`src/rtl/ghash_pkg.sv`:
```
package ghash_pkg;
    localparam int GH_BYTES = 16;
    localparam int GH_W     = GH_BYTES * 8;
    localparam int GH_IDXW  = $clog2(GH_BYTES);
    localparam int GH_CNTW  = $clog2(GH_W);
    localparam int GH_LENW  = GH_IDXW + 1;
    localparam logic [GH_W-1:0] GH_RED  = {8'hE1, {(GH_W-8){1'b0}}};
    localparam logic [63:0]     GH_FOLD = 64'hC200_0000_0000_0000;

    typedef enum logic [1:0] {ST_IDLE, ST_MULT, ST_DONE} gh_state_e;

    // Doubling of the subkey: halves shifted with cross carry, folded when bit 127 was set.
    function automatic logic [127:0] derive_hx(input logic [127:0] h);
        logic [63:0] hi, lo, nhi, nlo;
        hi  = h[127:64];
        lo  = h[63:0];
        nlo = {lo[62:0], hi[63]};
        nhi = {hi[62:0], lo[63]};
        if (hi[63]) nhi = nhi ^ GH_FOLD;
        return {nhi, nlo};
    endfunction
endpackage

```
`src/rtl/ghash_byte_packer.sv`:
```
module ghash_byte_packer
    import ghash_pkg::*;
(
    input  logic               clk,
    input  logic               rst_n,
    input  logic               push,
    input  logic [7:0]         byte_in,
    input  logic               clear,
    output logic [GH_IDXW-1:0] fill,
    output logic [GH_W-1:0]    blk_view
);
    logic [GH_W-1:0]    buf_q;
    logic [GH_IDXW-1:0] fill_q;
    logic [GH_CNTW-1:0] lsb;

    // Byte 0 of a block lands in the top byte lane.
    always_comb begin
        lsb      = GH_CNTW'(GH_W - 8) - {fill_q, 3'b000};
        blk_view = buf_q;
        if (push) blk_view[lsb +: 8] = byte_in;
    end

    always_ff @(posedge clk) begin
        if (!rst_n || clear) begin
            buf_q  <= '0;
            fill_q <= '0;
        end else if (push) begin
            buf_q  <= blk_view;
            fill_q <= fill_q + 1'b1;
        end
    end

    assign fill = fill_q;
endmodule

```
`src/rtl/ghash_gf_mult.sv`:
```
module ghash_gf_mult
    import ghash_pkg::*;
(
    input  logic            clk,
    input  logic            rst_n,
    input  logic            start,
    input  logic [GH_W-1:0] x_in,
    input  logic [GH_W-1:0] h_in,
    output logic            busy,
    output logic            fin,
    output logic [GH_W-1:0] prod
);
    logic [GH_W-1:0]    z_q, v_q, x_q, z_n, v_n;
    logic [GH_CNTW-1:0] cnt_q;
    logic               busy_q, fin_q;

    always_comb begin
        z_n = x_q[GH_W-1] ? (z_q ^ v_q) : z_q;
        v_n = (v_q >> 1) ^ (v_q[0] ? GH_RED : '0);
    end

    always_ff @(posedge clk) begin
        if (!rst_n) begin
            z_q    <= '0;
            v_q    <= '0;
            x_q    <= '0;
            cnt_q  <= '0;
            busy_q <= 1'b0;
            fin_q  <= 1'b0;
        end else begin
            fin_q <= 1'b0;
            if (start) begin
                z_q    <= '0;
                v_q    <= h_in;
                x_q    <= x_in;
                cnt_q  <= '0;
                busy_q <= 1'b1;
            end else if (busy_q) begin
                z_q   <= z_n;
                v_q   <= v_n;
                x_q   <= x_q << 1;
                cnt_q <= cnt_q + 1'b1;
                if (cnt_q == GH_CNTW'(GH_W - 1)) begin
                    busy_q <= 1'b0;
                    fin_q  <= 1'b1;
                end
            end
        end
    end

    assign busy = busy_q;
    assign fin  = fin_q;
    assign prod = z_q;
endmodule

```
`src/rtl/ghash_key_unit.sv`:
```
module ghash_key_unit
    import ghash_pkg::*;
(
    input  logic               clk,
    input  logic               rst_n,
    input  logic               load,
    input  logic [GH_LENW-1:0] len,
    input  logic [GH_W-1:0]    key_in,
    output logic               ok,
    output logic               err,
    output logic [GH_W-1:0]    h,
    output logic [GH_W-1:0]    hx
);
    logic [GH_W-1:0] h_q, hx_q;
    logic            err_q;

    assign ok = load && (len == GH_LENW'(GH_BYTES));

    always_ff @(posedge clk) begin
        if (!rst_n) begin
            h_q   <= '0;
            hx_q  <= '0;
            err_q <= 1'b0;
        end else begin
            err_q <= load && !ok;
            if (ok) begin
                h_q  <= key_in;
                hx_q <= derive_hx(key_in);
            end
        end
    end

    assign h   = h_q;
    assign hx  = hx_q;
    assign err = err_q;
endmodule

```
`src/rtl/ghash_stream.sv`:
```
module ghash_stream
    import ghash_pkg::*;
(
    input  logic               clk,
    input  logic               rst_n,
    input  logic               key_load,
    input  logic [GH_LENW-1:0] key_len,
    input  logic [GH_W-1:0]    key_in,
    output logic               key_err,
    output logic [GH_W-1:0]    hkey_x,
    input  logic               in_valid,
    input  logic [7:0]         in_byte,
    input  logic               in_last,
    input  logic               flush,
    output logic               in_ready,
    output logic [GH_W-1:0]    digest_out,
    output logic               done
);
    gh_state_e state_q, state_n;

    logic [GH_W-1:0]    acc_q, result_q, blk_view, mul_prod, h_key;
    logic [GH_IDXW-1:0] fill;
    logic final_q, key_ok, mul_busy, mul_fin;
    logic byte_push, flush_fire, full_now, tail_now, dispatch, final_req, empty_end;

    // Accept conditions (key load has priority over data; a byte over a flush).
    always_comb begin
        byte_push  = in_valid && in_ready && !key_load;
        flush_fire = flush && !in_valid && in_ready && !key_load;
        full_now   = byte_push && (fill == GH_IDXW'(GH_BYTES - 1));
        tail_now   = (byte_push && in_last) || (flush_fire && fill != '0);
        dispatch   = full_now || tail_now;
        final_req  = (byte_push && in_last) || flush_fire;
        empty_end  = flush_fire && (fill == '0);
    end

    ghash_key_unit u_key (
        .clk    (clk),
        .rst_n  (rst_n),
        .load   (key_load && in_ready),
        .len    (key_len),
        .key_in (key_in),
        .ok     (key_ok),
        .err    (key_err),
        .h      (h_key),
        .hx     (hkey_x)
    );

    ghash_byte_packer u_pack (
        .clk      (clk),
        .rst_n    (rst_n),
        .push     (byte_push),
        .byte_in  (in_byte),
        .clear    (dispatch || key_ok),
        .fill     (fill),
        .blk_view (blk_view)
    );

    ghash_gf_mult u_mul (
        .clk   (clk),
        .rst_n (rst_n),
        .start (dispatch),
        .x_in  (acc_q ^ blk_view),
        .h_in  (h_key),
        .busy  (mul_busy),
        .fin   (mul_fin),
        .prod  (mul_prod)
    );

    // Next-state logic
    always_comb begin
        state_n = state_q;
        unique case (state_q)
            ST_IDLE: if (dispatch)       state_n = ST_MULT;
                     else if (empty_end) state_n = ST_DONE;
            ST_MULT: if (mul_fin)        state_n = final_q ? ST_DONE : ST_IDLE;
            ST_DONE:                     state_n = ST_IDLE;
            default:                     state_n = ST_IDLE;
        endcase
    end

    // State register
    always_ff @(posedge clk) begin
        if (!rst_n) state_q <= ST_IDLE;
        else        state_q <= state_n;
    end

    // Datapath registers
    always_ff @(posedge clk) begin
        if (!rst_n) begin
            acc_q    <= '0;
            result_q <= '0;
            final_q  <= 1'b0;
        end else begin
            if (dispatch) final_q <= final_req;
            if (key_ok || empty_end) acc_q <= '0;
            else if (mul_fin)        acc_q <= final_q ? '0 : mul_prod;
            if (mul_fin && final_q)  result_q <= mul_prod;
            else if (empty_end)      result_q <= acc_q;
        end
    end

    // Outputs
    always_comb begin
        in_ready   = (state_q == ST_IDLE) && !mul_busy;
        done       = (state_q == ST_DONE);
        digest_out = result_q;
    end
endmodule

```
`config.mk`:
```
export PLATFORM = sky130hd
export DESIGN_NAME = ghash_stream
export DESIGN_NICKNAME = d
export VERILOG_FILES = /design/src/rtl/ghash_pkg.sv /design/src/rtl/ghash_byte_packer.sv /design/src/rtl/ghash_gf_mult.sv /design/src/rtl/ghash_key_unit.sv /design/src/rtl/ghash_stream.sv
export SDC_FILE = /design/constraint.sdc
export NUM_CORES = 2
export LEC_CHECK = 0
export ABC_AREA = 1
export BUFFER_PORTS_ARGS = -buffer_cell sky130_fd_sc_hd__buf_2
export CAP_MARGIN = 20
export CORE_ASPECT_RATIO = 0.8
export CORE_MARGIN = 1
export CORE_UTILIZATION = 45
export DETAILED_ROUTE_END_ITERATION = 16
export PLACE_DENSITY = 0.7
export RECOVER_POWER = 25
export SLEW_MARGIN = 30
export SYNTH_ARGS = -nofsm -noshare
export SYNTH_HDL_FRONTEND = slang
export SYNTH_SLANG_ARGS = --single-unit
```
`constraint.sdc`:
```
create_clock -name clk -period 3.65 [get_ports clk]
set_input_delay 0.5475 -clock clk [delete_from_list [all_inputs] [get_ports clk]]
set_output_delay 0.5475 -clock clk [all_outputs]
set_load 0.01 [all_outputs]
```
==> impl_summary.log <==
[metrics] CP Buf/Inv Count: 3
[metrics] cell area after technology mapping: 0.03940 mm^2
[metrics] initial antenna violation count: 1
[metrics] top cell type's share of synthesized area: 46.55%
[metrics] commonest non-fill, non-tap cell in the layout: sky130_fd_sc_hd__nand2_1
[metrics] RSZ-0062 raised after global routing: no
[metrics] Vias: 35560
[metrics] Critical Path Slowest Stage Cell: sky130_fd_sc_hd__clkbuf_4
[metrics] leakage: 16.25 nW
[metrics] number of distinct library cells after synthesis: 37
[metrics] most frequent cell on the critical path: sky130_fd_sc_hd__nand2_1
[metrics] routability congestion estimate from global placement: 0.9863
[metrics] most area-consuming cells after synthesis: sky130_fd_sc_hd__dfxtp_1, sky130_fd_sc_hd__nand2_1, sky130_fd_sc_hd__nand3_1
[metrics] min cycle time layout: roughly 3.0 ns
[metrics] share of async-settable or async-resettable flops after synthesis: 0%
[metrics] sequential cell area fraction in the yosys report: 46.55%
[metrics] Final Skew: about 0.034 ns
[metrics] Max-Cap Viols: 1
[metrics] Mapped Nets: between 5000 and 6000
[metrics] Period Utilization, post-route: 83.53%
[metrics] cell type group with the largest total delay on the critical path: buffers and inverters
[metrics] net count of the finished layout: 5551
[metrics] Peak supply drop: 0.3248 mV
[metrics] Area Growth Syn to Fin: 11.45%
[metrics] maximum cell stage delay along the critical path: 1.11 ns
[metrics] average vias per placed instance: 5.381
[metrics] Worst Path Max Fanout: 129
[metrics] top flip-flop cell by instance count after synthesis: sky130_fd_sc_hd__dfxtp_1
[metrics] number of inserted filler cells in the final layout: around 8400
[metrics] final WL: ~110000 um
[metrics] average cell area after synthesis: 7.362 um^2
[metrics] remaining number of nets flagged by the antenna check after routing: 0
[metrics] Req. time, crit path: around 4.3 ns
[metrics] Slew @ Worst Pin: 1.986 ns
[metrics] pin count of the biggest net entering global routing: 194
[metrics] die height: 266.6 um
[metrics] total number of placement rows: 96
[metrics] number of placed instances with taps included: 6430
[metrics] number of buffers created by CTS: 94
[metrics] final count of negative-setup-slack endpoints: 0
[metrics] run status: finished with violations
[metrics] CTS Hold Buffers Added: 0
[metrics] Initial Util: 45.68%
[metrics] number of enable flip-flop cells after synthesis: 0
[metrics] largest area contributor in the netlist: sky130_fd_sc_hd__dfxtp_1
[metrics] Top-Level Pins: 406
[metrics] number of failing hold endpoints at the final stage: 0
[metrics] count of mapped cells out of synthesis: 5351
[metrics] largest buffer count on any clock path: 3
[metrics] worst hold-check path type: input port to flip-flop
[metrics] final standard cell count with taps included and fillers excluded: between 6000 and 7000
[metrics] commonest cells after routing, fill and taps aside: sky130_fd_sc_hd__nand2_1, sky130_fd_sc_hd__dfxtp_1, sky130_fd_sc_hd__nor2_1
[metrics] routed length per instance: 17.26 um
[metrics] Worst EP arrival: 3.65 ns
[metrics] pwr dens: between 500 and 600 mW/mm^2
[metrics] Die X-Extent: 332.8 um
[metrics] highest achievable clock rate: 328.0 MHz
[metrics] flip-flop and latch count after synthesis: 916
[metrics] area of the die: ~0.09 mm^2
[metrics] master cell of the clock root buffer: sky130_fd_sc_hd__clkbuf_16
[metrics] count of input and output buffers: 405
[metrics] TritonCTS clock tree: yes
[metrics] violated checks: max-capacitance violations, max-slew violations
[metrics] sinks on the clock net: roughly 920
[metrics] first-pass iteration count of the detailed router: 6
[metrics] Worst-Skew Late Latency: 0.67 ns
[metrics] post-CTS setup repair buffer count: 0
[metrics] # resized after CTS: 0
[metrics] CTS H-tree depth: 3
[metrics] area inside the core boundary: 0.08624 mm^2
[metrics] Remaining Overflow, GRT: 0
[metrics] vias in the first global route: roughly 33000
[metrics] category of the worst setup path capture point: flip-flop
[metrics] CP Launch Type: flip-flop
[metrics] Yosys warnings: 0
[metrics] Worst Path Class, Setup: flip-flop to flip-flop
[metrics] share of cells above drive strength 1: 7.758%
[metrics] post-route setup TNS: 0 ns
[metrics] worst relative slew slack: -32.42%
[metrics] ordered cell list for the critical path: clkinvlp_2, nand2_1, nor2_1, inv_1, nor2_4, clkbuf_4, nand2_1, o21ai_0, o21a_1
[metrics] fin. max-slew vios: between 150 and 200
[metrics] first-pass GRT wire length: between 150000 and 200000 um
[metrics] violation count after the first detailed-route iteration: between 3000 and 4000
[metrics] Total Routing Usage GR: 25.23%
[metrics] HPWL reported at the end of detailed placement: 72420 um
[metrics] clock transition at the registers of the reported paths: 0.06 ns
[metrics] # DRC: 0
[per-layer routing]
| metal | GRT usage, % | up-vias | share of wire, % |
|---|---|---|---|
| met5 | 0 | - | 0.011 |
| met4 | 8.432 | 2 | 3.1 |
| met3 | 4.534 | 193 | 6.4 |
| met2 | 39.57 | 1069 | 44 |
| met1 | 34.93 | 16560 | 47 |
| li1 | - | 17730 | - |
[kinds of logic after synthesis]
logic type / count (synthesis) / synth area share, %
AO/OA/AOI/OAI: 1178 / 16.78
AND/OR/NAND/NOR: 2357 / 24.57
buffers and inverters: 762 / 8.988
XOR/XNOR: 133 / 2.957
adder cells (fa/ha/maj): 5 / 0.1588
flip-flops: 916 / 46.55
[state kept, by name, summed over array words and instances, names as in the netlist]
| signal | cells |
|---|---|
| u_mul.prod | 128 |
| final_q | 1 |
| u_pack.buf_q | 128 |
| acc_q | 128 |
| u_mul.cnt_q | 7 |
| u_mul.fin | 1 |
| u_key.h | 3 |
| digest_out | 128 |
| u_mul.x_q | 128 |
| u_key.err | 1 |
| u_mul.busy | 1 |
| u_pack.fill | 4 |
| u_key.hx | 128 |
| u_mul.v_q | 128 |
| state_q | 2 |
[tightest hold or removal path, cell delays in order]
cell and delay [ns]:
sky130_fd_sc_hd__buf_2 0.07, sky130_fd_sc_hd__nor2_1 0.03, sky130_fd_sc_hd__nor2_1 0.08
[through the flow]
stage / power [mW] / util (%) / worst slack, ns / instance area, um^2 / hold WS (ns)
6_report: 22.29 / 50.91 / 0.6011 / 43910 / 0.09698
5_1_grt: 23.07 / 50.90 / 0.2665 / 43900 / 0.06889
4_1_cts: 22.50 / 51.30 / 0.7644 / 44250 / 0.05134
3_5_place_dp: 12.48 / 47.54 / 0.8169 / 41000 / 0.4528
3_3_place_gp: 12.46 / 47.54 / 0.7488 / 41000 / 0.4502
2_1_floorplan: 11.81 / - / 1.241 / 39400 / 0.4231
[final timing paths]
kind | cells after the start | end | slack, ns | from
worst max-delay path | 9 | u_key.hx[126]$_SDFFE_PN0P_ | 0.60 | u_mul.busy$_SDFF_PN0_
worst min-delay path | 3 | u_key.hx[60]$_SDFFE_PN0P_ | 0.1 | key_in[59]
worst max register to register | 9 | u_key.hx[126]$_SDFFE_PN0P_ | 0.60 | u_mul.busy$_SDFF_PN0_
worst min register to register | 2 | u_key.h[126]$_SDFFE_PN0P_ | 0.46 | u_key.h[126]$_SDFFE_PN0P_
[where the power goes]
part,switching [mW],internal [mW],total (mW)
clock network,4.11,5.94,10.0
registers,0.193,10.3,10.5
logic,1.25,0.485,1.74
[cell usage after synthesis, types with 4 or more instances]
library cell and number:
sky130_fd_sc_hd__nand2_1 1379, sky130_fd_sc_hd__dfxtp_1 916, sky130_fd_sc_hd__nor2_1 480, sky130_fd_sc_hd__nand3_1 416, sky130_fd_sc_hd__o21ai_0 410, sky130_fd_sc_hd__a21oi_1 336, sky130_fd_sc_hd__a31oi_1 256, sky130_fd_sc_hd__clkbuf_1 250
sky130_fd_sc_hd__inv_1 238, sky130_fd_sc_hd__buf_4 133, sky130_fd_sc_hd__xor2_1 128, sky130_fd_sc_hd__o31ai_1 121, sky130_fd_sc_hd__buf_2 119, sky130_fd_sc_hd__o211ai_1 35, sky130_fd_sc_hd__nand3b_1 21, sky130_fd_sc_hd__o21ai_1 18
sky130_fd_sc_hd__nand2_2 16, sky130_fd_sc_hd__inv_2 13, sky130_fd_sc_hd__nand4_1 13, sky130_fd_sc_hd__nor2_4 10, sky130_fd_sc_hd__nor2_2 8, sky130_fd_sc_hd__ha_1 5, sky130_fd_sc_hd__xnor2_1 5, sky130_fd_sc_hd__buf_6 4
[area by class of cell]
class	instances	area, um^2	area share (%)
clock inverters	35	417.9	0.9518
clock buffers	140	2829	6.443
inverters	255	973.4	2.217
repair buffers	459	2340	5.329
diodes	3	7.507	0.01710
flip-flops and latches	916	18350	41.79
well taps	1127	1410	3.212
multi-input cells	3673	17580	40.04
(Power assumes the default switching activity.)
